--- src/rtl/npc_pkg.sv ---
package npc_pkg;

    localparam int KIND_W = 4;

    typedef enum logic [KIND_W-1:0] {
        K_SEQ      = 4'd0,
        K_EQ       = 4'd1,
        K_NE       = 4'd2,
        K_LEZ      = 4'd3,
        K_GTZ      = 4'd4,
        K_LTZ      = 4'd5,
        K_GEZ      = 4'd6,
        K_LTZ_LNK  = 4'd7,
        K_GEZ_LNK  = 4'd8,
        K_JMP      = 4'd9,
        K_JMP_LNK  = 4'd10,
        K_JIND     = 4'd11,
        K_JIND_LNK = 4'd12
    } ctl_kind_e;

endpackage

--- src/rtl/npc_cond_eval.sv ---
module npc_cond_eval
    import npc_pkg::*;
#(
    parameter int XLEN = 32
) (
    input  ctl_kind_e        kind,
    input  logic [XLEN-1:0]  opa,
    input  logic [XLEN-1:0]  opb,
    output logic             cond_hit
);

    logic is_neg;
    logic is_zero;
    logic is_same;

    assign is_neg  = opa[XLEN-1];
    assign is_zero = (opa == '0);
    assign is_same = (opa == opb);

    always_comb begin
        unique case (kind)
            K_EQ:                    cond_hit = is_same;
            K_NE:                    cond_hit = !is_same;
            K_LEZ:                   cond_hit = is_neg || is_zero;
            K_GTZ:                   cond_hit = !is_neg && !is_zero;
            K_LTZ, K_LTZ_LNK:        cond_hit = is_neg;
            K_GEZ, K_GEZ_LNK:        cond_hit = !is_neg;
            K_JMP, K_JMP_LNK,
            K_JIND, K_JIND_LNK:      cond_hit = 1'b1;
            default:                 cond_hit = 1'b0;
        endcase
    end

endmodule

--- src/rtl/npc_target_gen.sv ---
module npc_target_gen #(
    parameter int XLEN  = 32,
    parameter int OFF_W = 16,
    parameter int TGT_W = 26
) (
    input  logic [XLEN-1:0]  pc,
    input  logic [XLEN-1:0]  opa,
    input  logic [OFF_W-1:0] off,
    input  logic [TGT_W-1:0] tgt,
    output logic [XLEN-1:0]  seq_pc,
    output logic [XLEN-1:0]  br_tgt,
    output logic [XLEN-1:0]  jmp_tgt,
    output logic [XLEN-1:0]  ind_tgt,
    output logic [XLEN-1:0]  link_val
);

    localparam int SEXT_W   = XLEN - OFF_W - 2;
    localparam int REGION_W = XLEN - TGT_W - 2;

    logic [XLEN-1:0] off_bytes;

    assign seq_pc    = pc + XLEN'(4);
    assign link_val  = pc + XLEN'(8);
    assign off_bytes = {{SEXT_W{off[OFF_W-1]}}, off, 2'b00};
    assign br_tgt    = seq_pc + off_bytes;
    assign jmp_tgt   = {seq_pc[XLEN-1 -: REGION_W], tgt, 2'b00};
    assign ind_tgt   = opa;

endmodule

--- src/rtl/npc_route.sv ---
module npc_route
    import npc_pkg::*;
#(
    parameter int XLEN   = 32,
    parameter int IDX_W  = 5,
    parameter int RA_IDX = 31
) (
    input  ctl_kind_e        kind,
    input  logic             cond_hit,
    input  logic [XLEN-1:0]  seq_pc,
    input  logic [XLEN-1:0]  br_tgt,
    input  logic [XLEN-1:0]  jmp_tgt,
    input  logic [XLEN-1:0]  ind_tgt,
    input  logic [IDX_W-1:0] link_rd,
    output logic [XLEN-1:0]  nxt_pc,
    output logic             take,
    output logic             lwe,
    output logic [IDX_W-1:0] ldst
);

    localparam logic [IDX_W-1:0] RA = IDX_W'(RA_IDX);

    logic [XLEN-1:0] tgt_sel;

    always_comb begin
        tgt_sel = seq_pc;
        take    = 1'b0;
        lwe     = 1'b0;
        ldst    = '0;
        unique case (kind)
            K_EQ, K_NE, K_LEZ, K_GTZ, K_LTZ, K_GEZ: begin
                tgt_sel = br_tgt;
                take    = cond_hit;
            end
            K_LTZ_LNK, K_GEZ_LNK: begin
                tgt_sel = br_tgt;
                take    = cond_hit;
                lwe     = 1'b1;
                ldst    = RA;
            end
            K_JMP: begin
                tgt_sel = jmp_tgt;
                take    = 1'b1;
            end
            K_JMP_LNK: begin
                tgt_sel = jmp_tgt;
                take    = 1'b1;
                lwe     = 1'b1;
                ldst    = RA;
            end
            K_JIND: begin
                tgt_sel = ind_tgt;
                take    = 1'b1;
            end
            K_JIND_LNK: begin
                tgt_sel = ind_tgt;
                take    = 1'b1;
                lwe     = 1'b1;
                ldst    = link_rd;
            end
            default: begin
                tgt_sel = seq_pc;
            end
        endcase
        nxt_pc = take ? tgt_sel : seq_pc;
    end

endmodule

--- src/rtl/npc_unit.sv ---
module npc_unit
    import npc_pkg::*;
#(
    parameter int XLEN   = 32,
    parameter int OFF_W  = 16,
    parameter int TGT_W  = 26,
    parameter int IDX_W  = 5,
    parameter int RA_IDX = 31
) (
    input  logic              clk,
    input  logic              rst,
    input  logic              in_valid,
    input  logic [3:0]        in_kind,
    input  logic [XLEN-1:0]   in_pc,
    input  logic [XLEN-1:0]   in_opa,
    input  logic [XLEN-1:0]   in_opb,
    input  logic [OFF_W-1:0]  in_off,
    input  logic [TGT_W-1:0]  in_tgt,
    input  logic [IDX_W-1:0]  in_link_rd,
    output logic              out_valid,
    output logic [XLEN-1:0]   out_next_pc,
    output logic              out_taken,
    output logic              out_link_we,
    output logic [IDX_W-1:0]  out_link_dst,
    output logic [XLEN-1:0]   out_link_val
);

    ctl_kind_e        kind_e;
    logic             cond_hit;
    logic [XLEN-1:0]  seq_pc;
    logic [XLEN-1:0]  br_tgt;
    logic [XLEN-1:0]  jmp_tgt;
    logic [XLEN-1:0]  ind_tgt;
    logic [XLEN-1:0]  link_val;
    logic [XLEN-1:0]  nxt_pc;
    logic             take;
    logic             lwe;
    logic [IDX_W-1:0] ldst;

    assign kind_e = ctl_kind_e'(in_kind);

    npc_cond_eval #(.XLEN(XLEN)) u_cond (
        .kind     (kind_e),
        .opa      (in_opa),
        .opb      (in_opb),
        .cond_hit (cond_hit)
    );

    npc_target_gen #(.XLEN(XLEN), .OFF_W(OFF_W), .TGT_W(TGT_W)) u_tgt (
        .pc       (in_pc),
        .opa      (in_opa),
        .off      (in_off),
        .tgt      (in_tgt),
        .seq_pc   (seq_pc),
        .br_tgt   (br_tgt),
        .jmp_tgt  (jmp_tgt),
        .ind_tgt  (ind_tgt),
        .link_val (link_val)
    );

    npc_route #(.XLEN(XLEN), .IDX_W(IDX_W), .RA_IDX(RA_IDX)) u_route (
        .kind     (kind_e),
        .cond_hit (cond_hit),
        .seq_pc   (seq_pc),
        .br_tgt   (br_tgt),
        .jmp_tgt  (jmp_tgt),
        .ind_tgt  (ind_tgt),
        .link_rd  (in_link_rd),
        .nxt_pc   (nxt_pc),
        .take     (take),
        .lwe      (lwe),
        .ldst     (ldst)
    );

    always_ff @(posedge clk) begin
        if (rst) begin
            out_valid    <= 1'b0;
            out_next_pc  <= '0;
            out_taken    <= 1'b0;
            out_link_we  <= 1'b0;
            out_link_dst <= '0;
            out_link_val <= '0;
        end else begin
            out_valid <= in_valid;
            if (in_valid) begin
                out_next_pc  <= nxt_pc;
                out_taken    <= take;
                out_link_we  <= lwe;
                out_link_dst <= ldst;
                out_link_val <= lwe ? link_val : '0;
            end
        end
    end

endmodule

--- config.mk ---
export PLATFORM = sky130hd
export DESIGN_NAME = npc_unit
export DESIGN_NICKNAME = d
export VERILOG_FILES = /design/src/rtl/npc_pkg.sv /design/src/rtl/npc_cond_eval.sv /design/src/rtl/npc_target_gen.sv /design/src/rtl/npc_route.sv /design/src/rtl/npc_unit.sv
export SDC_FILE = /design/constraint.sdc
export NUM_CORES = 1
export LEC_CHECK = 0
export BUFFER_PORTS_ARGS = -buffer_cell sky130_fd_sc_hd__clkbuf_2
export CAP_MARGIN = 5
export CORE_ASPECT_RATIO = 1.1
export CORE_MARGIN = 2
export CORE_UTILIZATION = 55
export DETAILED_ROUTE_END_ITERATION = 8
export PLACE_DENSITY = 0.83
export REMOVE_ABC_BUFFERS = 1
export SLEW_MARGIN = 40
export SYNTH_ARGS = -nofsm -noshare
export SYNTH_HDL_FRONTEND = slang
export SYNTH_HIERARCHICAL = 1
export SYNTH_SLANG_ARGS = --single-unit
--- constraint.sdc ---
create_clock -name clk -period 4.8 [get_ports clk]
set_input_delay 0.24 -clock clk [delete_from_list [all_inputs] [get_ports clk]]
set_output_delay 0.24 -clock clk [all_outputs]
set_load 0.1 [all_outputs]
Yosys cells after proc, flatten, opt, wreduce, memory -nomap -nowiden --
Cells that the tools add are included.
Operators by class: $add $sub $neg 3, $mul 0, div/mod/pow operators 0, order comparisons 0, equal/unequal tests 13, shifts and indexed selects 0, multiplexer cells 7, bitwise operators 0, reduce and logical (&&, ||, !) cells 14
Operators by type and width (count):
- 32-bit one-hot mux with 3 select lines | 1
- 32-bit two-way mux | 2
- 32-bit by 3-bit adder with 32-bit output (second input constant) | 1
- 32-bit adder | 1
- 32-bit by 4-bit adder with 32-bit output (second input constant) | 1
- 32-bit == test | 1
- 32-bit zero test | 1
- 4-bit == test (second input constant) | 5
- 4-bit by 3-bit == test with 1-bit output (second input constant) | 4
- 5-bit one-hot mux with 2 select lines | 1
- 4-bit by 2-bit == test with 1-bit output (second input constant) | 2
- 2-bit OR reduction | 4
- 4-bit OR reduction | 2
- 8-bit OR reduction | 1
- 1-bit one-hot mux with 6 select lines | 1
- 4-bit by 1-bit == test with 1-bit output (second input constant) | 1
- 1-bit zero test | 3
- 3-bit OR reduction | 1
- 1-bit one-hot mux with 2 select lines | 1
- 1-bit logical AND | 1
- 1-bit logical OR | 1
- 1-bit two-way mux | 1
Word-level totals: register bits after elaboration 72, latch bits 0, RAM bits 0, memory bits (read-only) 0, input bits 150, output and inout bits 72, word-level logic and storage cells 43, memories kept 0

Depth between registers and ports, before layout --
word-level depth 6, gate-level depth with buffers 23, depth with buffers taken out 22

Hierarchy --
Netlist, hierarchy kept.
Modules (own cells, without submodules):
- npc_target_gen | times used 1, cells each 438, area an instance 3165.5 µm², sequential area each 0.0 µm²
- npc_unit | times used 1, cells each 270, area an instance 2636.3 µm², sequential area each 1441.4 µm²
- npc_route | times used 1, cells each 298, area an instance 2214.6 µm², sequential area each 0.0 µm²
- npc_cond_eval | times used 1, cells each 71, area an instance 523.0 µm², sequential area each 0.0 µm²

Worst setup path after synthesis --
Ideal clock, no wire load.
path kind input-to-reg, from input port in_pc[3], to register out_next_pc[30], library setup time 0.067 ns, data arrival time 3.817 ns, data required time 4.733 ns, slack 0.916 ns, stages 22, buffers on the path 1, cell sequence ha_1 -> and3_4 -> nand3_2 -> nor3_4 -> nand3_4 -> nor3_1 -> nand2_1 -> xnor2_1 -> ha_1 -> clkbuf_1 -> nand4_1 -> nor3_1 -> a21oi_1 -> o31ai_1 -> a31oi_1 -> or4_1 -> nand3_1 -> mux2_2 -> a32oi_1 -> a31oi_1 -> mux2i_1 -> nor2_1
Between the ends: word-level cells in the longest chain between the ends 4
Ends and longest elaborated chain:
- from (decl) | line npc_unit.sv:14 | input logic [XLEN-1:0] in_pc,
- 32-bit by 3-bit adder with 32-bit output | line npc_target_gen.sv:22 | assign seq_pc = pc + XLEN'(4);
- via seq_pc[21] | line npc_unit.sv:30 | logic [XLEN-1:0] seq_pc;
- 32-bit adder | line npc_target_gen.sv:25 | assign br_tgt = seq_pc + off_bytes;
- via br_tgt[30] | line npc_unit.sv:31 | logic [XLEN-1:0] br_tgt;
- 32-bit one-hot mux with 3 select lines | line npc_route.sv:30 | unique case (kind)
- 32-bit two-way mux | line npc_route.sv:65 | nxt_pc = take ? tgt_sel : seq_pc;
- via nxt_pc[30] | line npc_unit.sv:35 | logic [XLEN-1:0] nxt_pc;
- to (signal assigned) | line npc_unit.sv:86 | out_next_pc <= nxt_pc;
- to (decl) | line npc_unit.sv:21 | output logic [XLEN-1:0] out_next_pc,
The timed path passes the listed nets, and every way through them passes these cells. A chain may end at the register's enable or synchronous reset.

Worst setup path after layout --
from input port in_pc[3], to register out_next_pc[28]
The elaborated chain is that of the path after synthesis.

==> flow_summary.html <==
<table>
<tr><th>Metric</th><th>Value</th></tr>
<tr><th colspan="2">Worst setup path</th></tr>
<tr><td>CP bufs+invs</td><td>1</td></tr>
<tr><td>Critical Path Fanout Max</td><td>7</td></tr>
<tr><td>Type of origin of the critical path</td><td>input pin</td></tr>
<tr><td>Critical setup path kind</td><td>input pin to register</td></tr>
<tr><td>Slowest Stage Delay on Critical Path</td><td>0.37 ns</td></tr>
<tr><td>Critical Path End Type</td><td>register</td></tr>
<tr><td>CP cell instances</td><td>clkbuf_2 -&gt; ha_1 -&gt; and3_4 -&gt; nand3_2 -&gt; nor3_4 -&gt; nand3_4 -&gt; nor3_1 -&gt; nand2_1 -&gt; xnor2_1 -&gt; ha_1 -&gt; a21oi_1 -&gt; o21bai_1 -&gt; a21oi_1 -&gt; o21ai_0 -&gt; a21o_1 -&gt; a22oi_1 -&gt; o21ai_0 -&gt; a41oi_1 -&gt; mux2_2 -&gt; a32oi_1 -&gt; a31oi_1 -&gt; mux2i_1 -&gt; nor2_1</td></tr>
<tr><td>Arrival time of the worst setup path</td><td>4.51 ns</td></tr>
<tr><td>Crit path max-delay family</td><td>compound AO/OA/AOI/OAI gates</td></tr>
<tr><td>Worst path slowest cell</td><td>ha_1</td></tr>
<tr><td>Required time at the worst-slack endpoint</td><td>5.08 ns</td></tr>
<tr><th colspan="2">CTS</th></tr>
<tr><td>Count of instances resized after the clock tree is built</td><td>0</td></tr>
<tr><td>TritonCTS clock tree</td><td>built</td></tr>
<tr><td>Number of buffers created by CTS</td><td>9</td></tr>
<tr><td>Clock sink count</td><td>72</td></tr>
<tr><td>Skew-Pair Late Insertion Delay</td><td>0.34 ns</td></tr>
<tr><td>Root buffer cell</td><td>clkbuf_16</td></tr>
<tr><td>CTS Buffer Depth</td><td>2</td></tr>
<tr><td>Clock slew at reported path FFs</td><td>0.06 ns</td></tr>
<tr><td>Number of H-tree branching levels</td><td>3</td></tr>
<tr><td>Quantity of hold-fixing buffers added after cts</td><td>0</td></tr>
<tr><td>Post-CTS setup buffer count</td><td>0</td></tr>
<tr><th colspan="2">STA</th></tr>
<tr><td>Peak Freq</td><td>236 MHz</td></tr>
<tr><td>Final setup violating endpoints</td><td>0</td></tr>
<tr><td>Unrepaired setup endpoints after global routing</td><td>false</td></tr>
<tr><td>Portion of the clock cycle consumed by the worst path in the final layout</td><td>about nine tenths</td></tr>
<tr><td>Setup_tns</td><td>0 ns</td></tr>
<tr><td>Final-layout worst hold slack</td><td>0.200 ns</td></tr>
<tr><td>Hold violation total from the final report</td><td>0</td></tr>
<tr><td>Pins Over Slew Limit</td><td>0</td></tr>
<tr><td>Clock period minus worst slack</td><td>4.23 ns</td></tr>
<tr><td>Final Skew</td><td>0 ns</td></tr>
<tr><td>Worst-Margin Slew</td><td>about 0.8 ns</td></tr>
<tr><td>Slew headroom</td><td>46.6%</td></tr>
<tr><th colspan="2">GRT</th></tr>
<tr><td>Maximum number of pins on one net before global-route repair</td><td>73</td></tr>
<tr><td>Number of antenna violations at the first check in global routing</td><td>1</td></tr>
<tr><td>Total congestion overflow</td><td>0</td></tr>
<tr><td>Gr usage total</td><td>32.1%</td></tr>
<tr><td>First-pass GRT wire length</td><td>41.6 mm</td></tr>
<tr><td>Via count of the first global-routing pass</td><td>7775</td></tr>
<tr><th colspan="2">Drt</th></tr>
<tr><td>Number of detailed-route iterations in the first pass</td><td>5</td></tr>
<tr><td>Wire length per cell</td><td>20.0 um</td></tr>
<tr><td>Number of nets with antenna violations after detailed routing</td><td>0</td></tr>
<tr><td>Via total after detailed routing</td><td>8587</td></tr>
<tr><td>Number of DRC violations after detailed routing</td><td>0</td></tr>
<tr><td>Drt via density</td><td>~6.3</td></tr>
<tr><td>Initial DRC count</td><td>988</td></tr>
<tr><td>Final wirelength</td><td>27.3 mm</td></tr>
<tr><th colspan="2">Job</th></tr>
<tr><td>Max Cap Violations</td><td>0</td></tr>
<tr><th colspan="2">Synth</th></tr>
<tr><td>Number of enable flip-flop cells after synthesis</td><td>0</td></tr>
<tr><td>FFs w/ async S/R, synth</td><td>0%</td></tr>
<tr><td>Syn Inst Count</td><td>1077</td></tr>
<tr><td>Post-synth design cell area</td><td>between 8000 and 9000 um^2</td></tr>
<tr><td>Sequential cell area fraction in the yosys report</td><td>16.9%</td></tr>
<tr><td>Most common flop cell mapped by yosys</td><td>dfxtp_1</td></tr>
<tr><td>Yosys synthesis warning count</td><td>6</td></tr>
<tr><td>Synthesized area divided by synthesized cell count</td><td>7.93 um^2</td></tr>
<tr><td>Distinct cells, synth</td><td>71</td></tr>
<tr><td>Flip-flop and latch count after synthesis</td><td>72</td></tr>
<tr><th colspan="2">Floorplan</th></tr>
<tr><td>Number of standard-cell rows in the floorplan</td><td>between 40 and 50</td></tr>
<tr><td>I/O Pins</td><td>222</td></tr>
<tr><td>Die area</td><td>between 15000 and 20000 um^2</td></tr>
<tr><td>Total core area</td><td>15100 um^2</td></tr>
<tr><td>Die boundary height</td><td>~130 um</td></tr>
<tr><td>Horizontal die dimension</td><td>123 um</td></tr>
<tr><td>Starting density of the core</td><td>56.5%</td></tr>
<tr><th colspan="2">Finish</th></tr>
<tr><td>Area growth syn-to-layout</td><td>9.57%</td></tr>
<tr><td>Fraction of final layout cells sized beyond drive strength 1</td><td>26.9%</td></tr>
<tr><td>Area of combinational cells with multiple inputs</td><td>6080 um^2</td></tr>
<tr><td>Register area</td><td>1440 um^2</td></tr>
<tr><td>Count of placed standard cells in the final layout, fillers left out</td><td>1367</td></tr>
<tr><td>Fill cell instance count of the final layout</td><td>1333</td></tr>
<tr><td>Layout net count</td><td>1352</td></tr>
<tr><td>Leading cell type in the layout, fill and taps excluded</td><td>clkbuf_2</td></tr>
<tr><td>Most frequent cells in the layout</td><td>clkbuf_2 (219), a21oi_1 (90), xnor2_1 (77), nor2_1 (76), dfxtp_1 (72)</td></tr>
<tr><th colspan="2">Placement</th></tr>
<tr><td>Placed wire-length estimate</td><td>20.0 mm</td></tr>
<tr><td>Placed Cells incl. Taps</td><td>1351</td></tr>
<tr><td>Port Buf Inserts</td><td>roughly 220</td></tr>
<tr><td>Final weighted congestion of routability-driven global placement</td><td>1.04</td></tr>
<tr><th colspan="2">Worst hold path</th></tr>
<tr><td>Worst hold path type</td><td>input pin to register</td></tr>
<tr><th colspan="2">Pwr</th></tr>
<tr><td>Switching part of the total</td><td>42.4%</td></tr>
<tr><td>Leakage</td><td>0.00406 uW</td></tr>
<tr><td>Cell Int Power</td><td>roughly 1500 uW</td></tr>
<tr><td>Switching power</td><td>1070 uW</td></tr>
<tr><td>Share of power burned in combinational logic</td><td>45.8%</td></tr>
<tr><td>Reg power frac</td><td>26.1%</td></tr>
<tr><td>Peak supply drop</td><td>153 uV</td></tr>
<tr><td>Clock share of power</td><td>between 20 and 30%</td></tr>
<tr><td>Areal power density over the cells</td><td>270 nW/um^2</td></tr>
<tr><th colspan="2">Status</th></tr>
<tr><td>Outcome</td><td>finished, final reports clean</td></tr>
</table>
-- per-stage QoR --
step                setup WS [ns]  utilization, %  power, uW  cell area, um^2
floorplan                   0.988               -       1460             7580
global placement            0.424            59.8       1790             9040
detailed placement          0.311            59.9       1800             9050
CTS                         0.653            61.9       2520             9350
global route                0.238            61.9       2630             9360
finish                      0.570            61.9       2520             9360
-- registers in the layout, indices dropped and copies added, names as in the netlist --
signal,count
out_next_pc,32
out_link_val,32
out_link_dst,5
out_taken,1
out_link_we,1
out_valid,1
-- final cells by class --
cell class / instances / share of cell area [%]
Antenna cell: 1 / 0.0267
Clock buffer: 13 / 2.89
Clock inverter: 2 / 0.401
Inverter: 16 / 0.642
Multi-Input combinational cell: 832 / 65.0
Sequential cell: 72 / 15.4
Tap cell: 196 / 2.62
Timing Repair Buffer: 235 / 13.0
-- synth_stat cells (4+ instances only) --
cell type,n,share of area (%)
nand4_1,23,1.7
xnor2_1,77,7.9
inv_1,16,0.70
dfxtp_1,72,17
buf_1,4,0.18
ha_1,35,5.1
a211o_1,33,3.4
buf_6,8,1.1
nand2_1,44,1.9
xor2_1,35,3.6
nor3_1,7,0.41
a32oi_1,32,3.3
mux2_2,33,4.4
nand3_1,53,3.1
buf_2,21,1.2
nand2b_1,39,2.9
a31oi_1,70,5.1
nor4_1,11,0.81
buf_4,76,6.7
nor2_1,76,3.3
clkbuf_1,47,2.1
mux2i_1,71,8.3
o21ai_0,18,1.1
a21oi_1,90,5.3
a21o_1,18,1.6
-- layer usage --
| metal | GRT usage [%] | wire, um | part of all wire [%] | vias up |
|---|---|---|---|---|
| met1 | 42.8 | 11600 | 43 | 3965 |
| met3 | 7.81 | 2620 | 9.6 | 75 |
| met4 | 16.0 | 1130 | 4.1 | 0 |
| li1 | - | - | - | 4057 |
| met2 | 48.0 | 11900 | 44 | 490 |
| met5 | 0 | 0 | 0 | - |
-- final timing paths --
path                            cells after the start               to  slack (ns)             from
worst max-delay path                               23  out_next_pc[28]        0.57         in_pc[3]
worst min-delay path                                3  out_link_val[1]        0.20         in_pc[1]
worst max register to register                      2  out_next_pc[22]        4.13  out_next_pc[22]
worst min register to register                      2  out_link_val[0]        0.47  out_link_val[0]
-- cells by family after synthesis --
kind of cell / share of synthesized area, %
AOI/OAI and AO/OA: 23.3
and+or+nand+nor: 18.0
buffers and inverters: 12.0
xor gates and xnor gates: 11.7
muxes: 12.7
DFF: 16.9
adders and majority gates: 5.36
other: 0.0439
-- power by group through the flow --
stage / logic (uW) / clock network [uW] / registers (uW)
floorplan: 516 / 0 / 948
global placement: 1130 / 0 / 669
detailed placement: 1130 / 0 / 670
CTS: 1140 / 725 / 658
global route: 1230 / 744 / 662
finish: 1160 / 709 / 658
-- tightest hold or removal path, stage by stage --
cell      delay (ns)
clkbuf_2        0.11
nand3_1         0.08
a21oi_1         0.06
No activity file was read; power rests on OpenSTA's default activity.
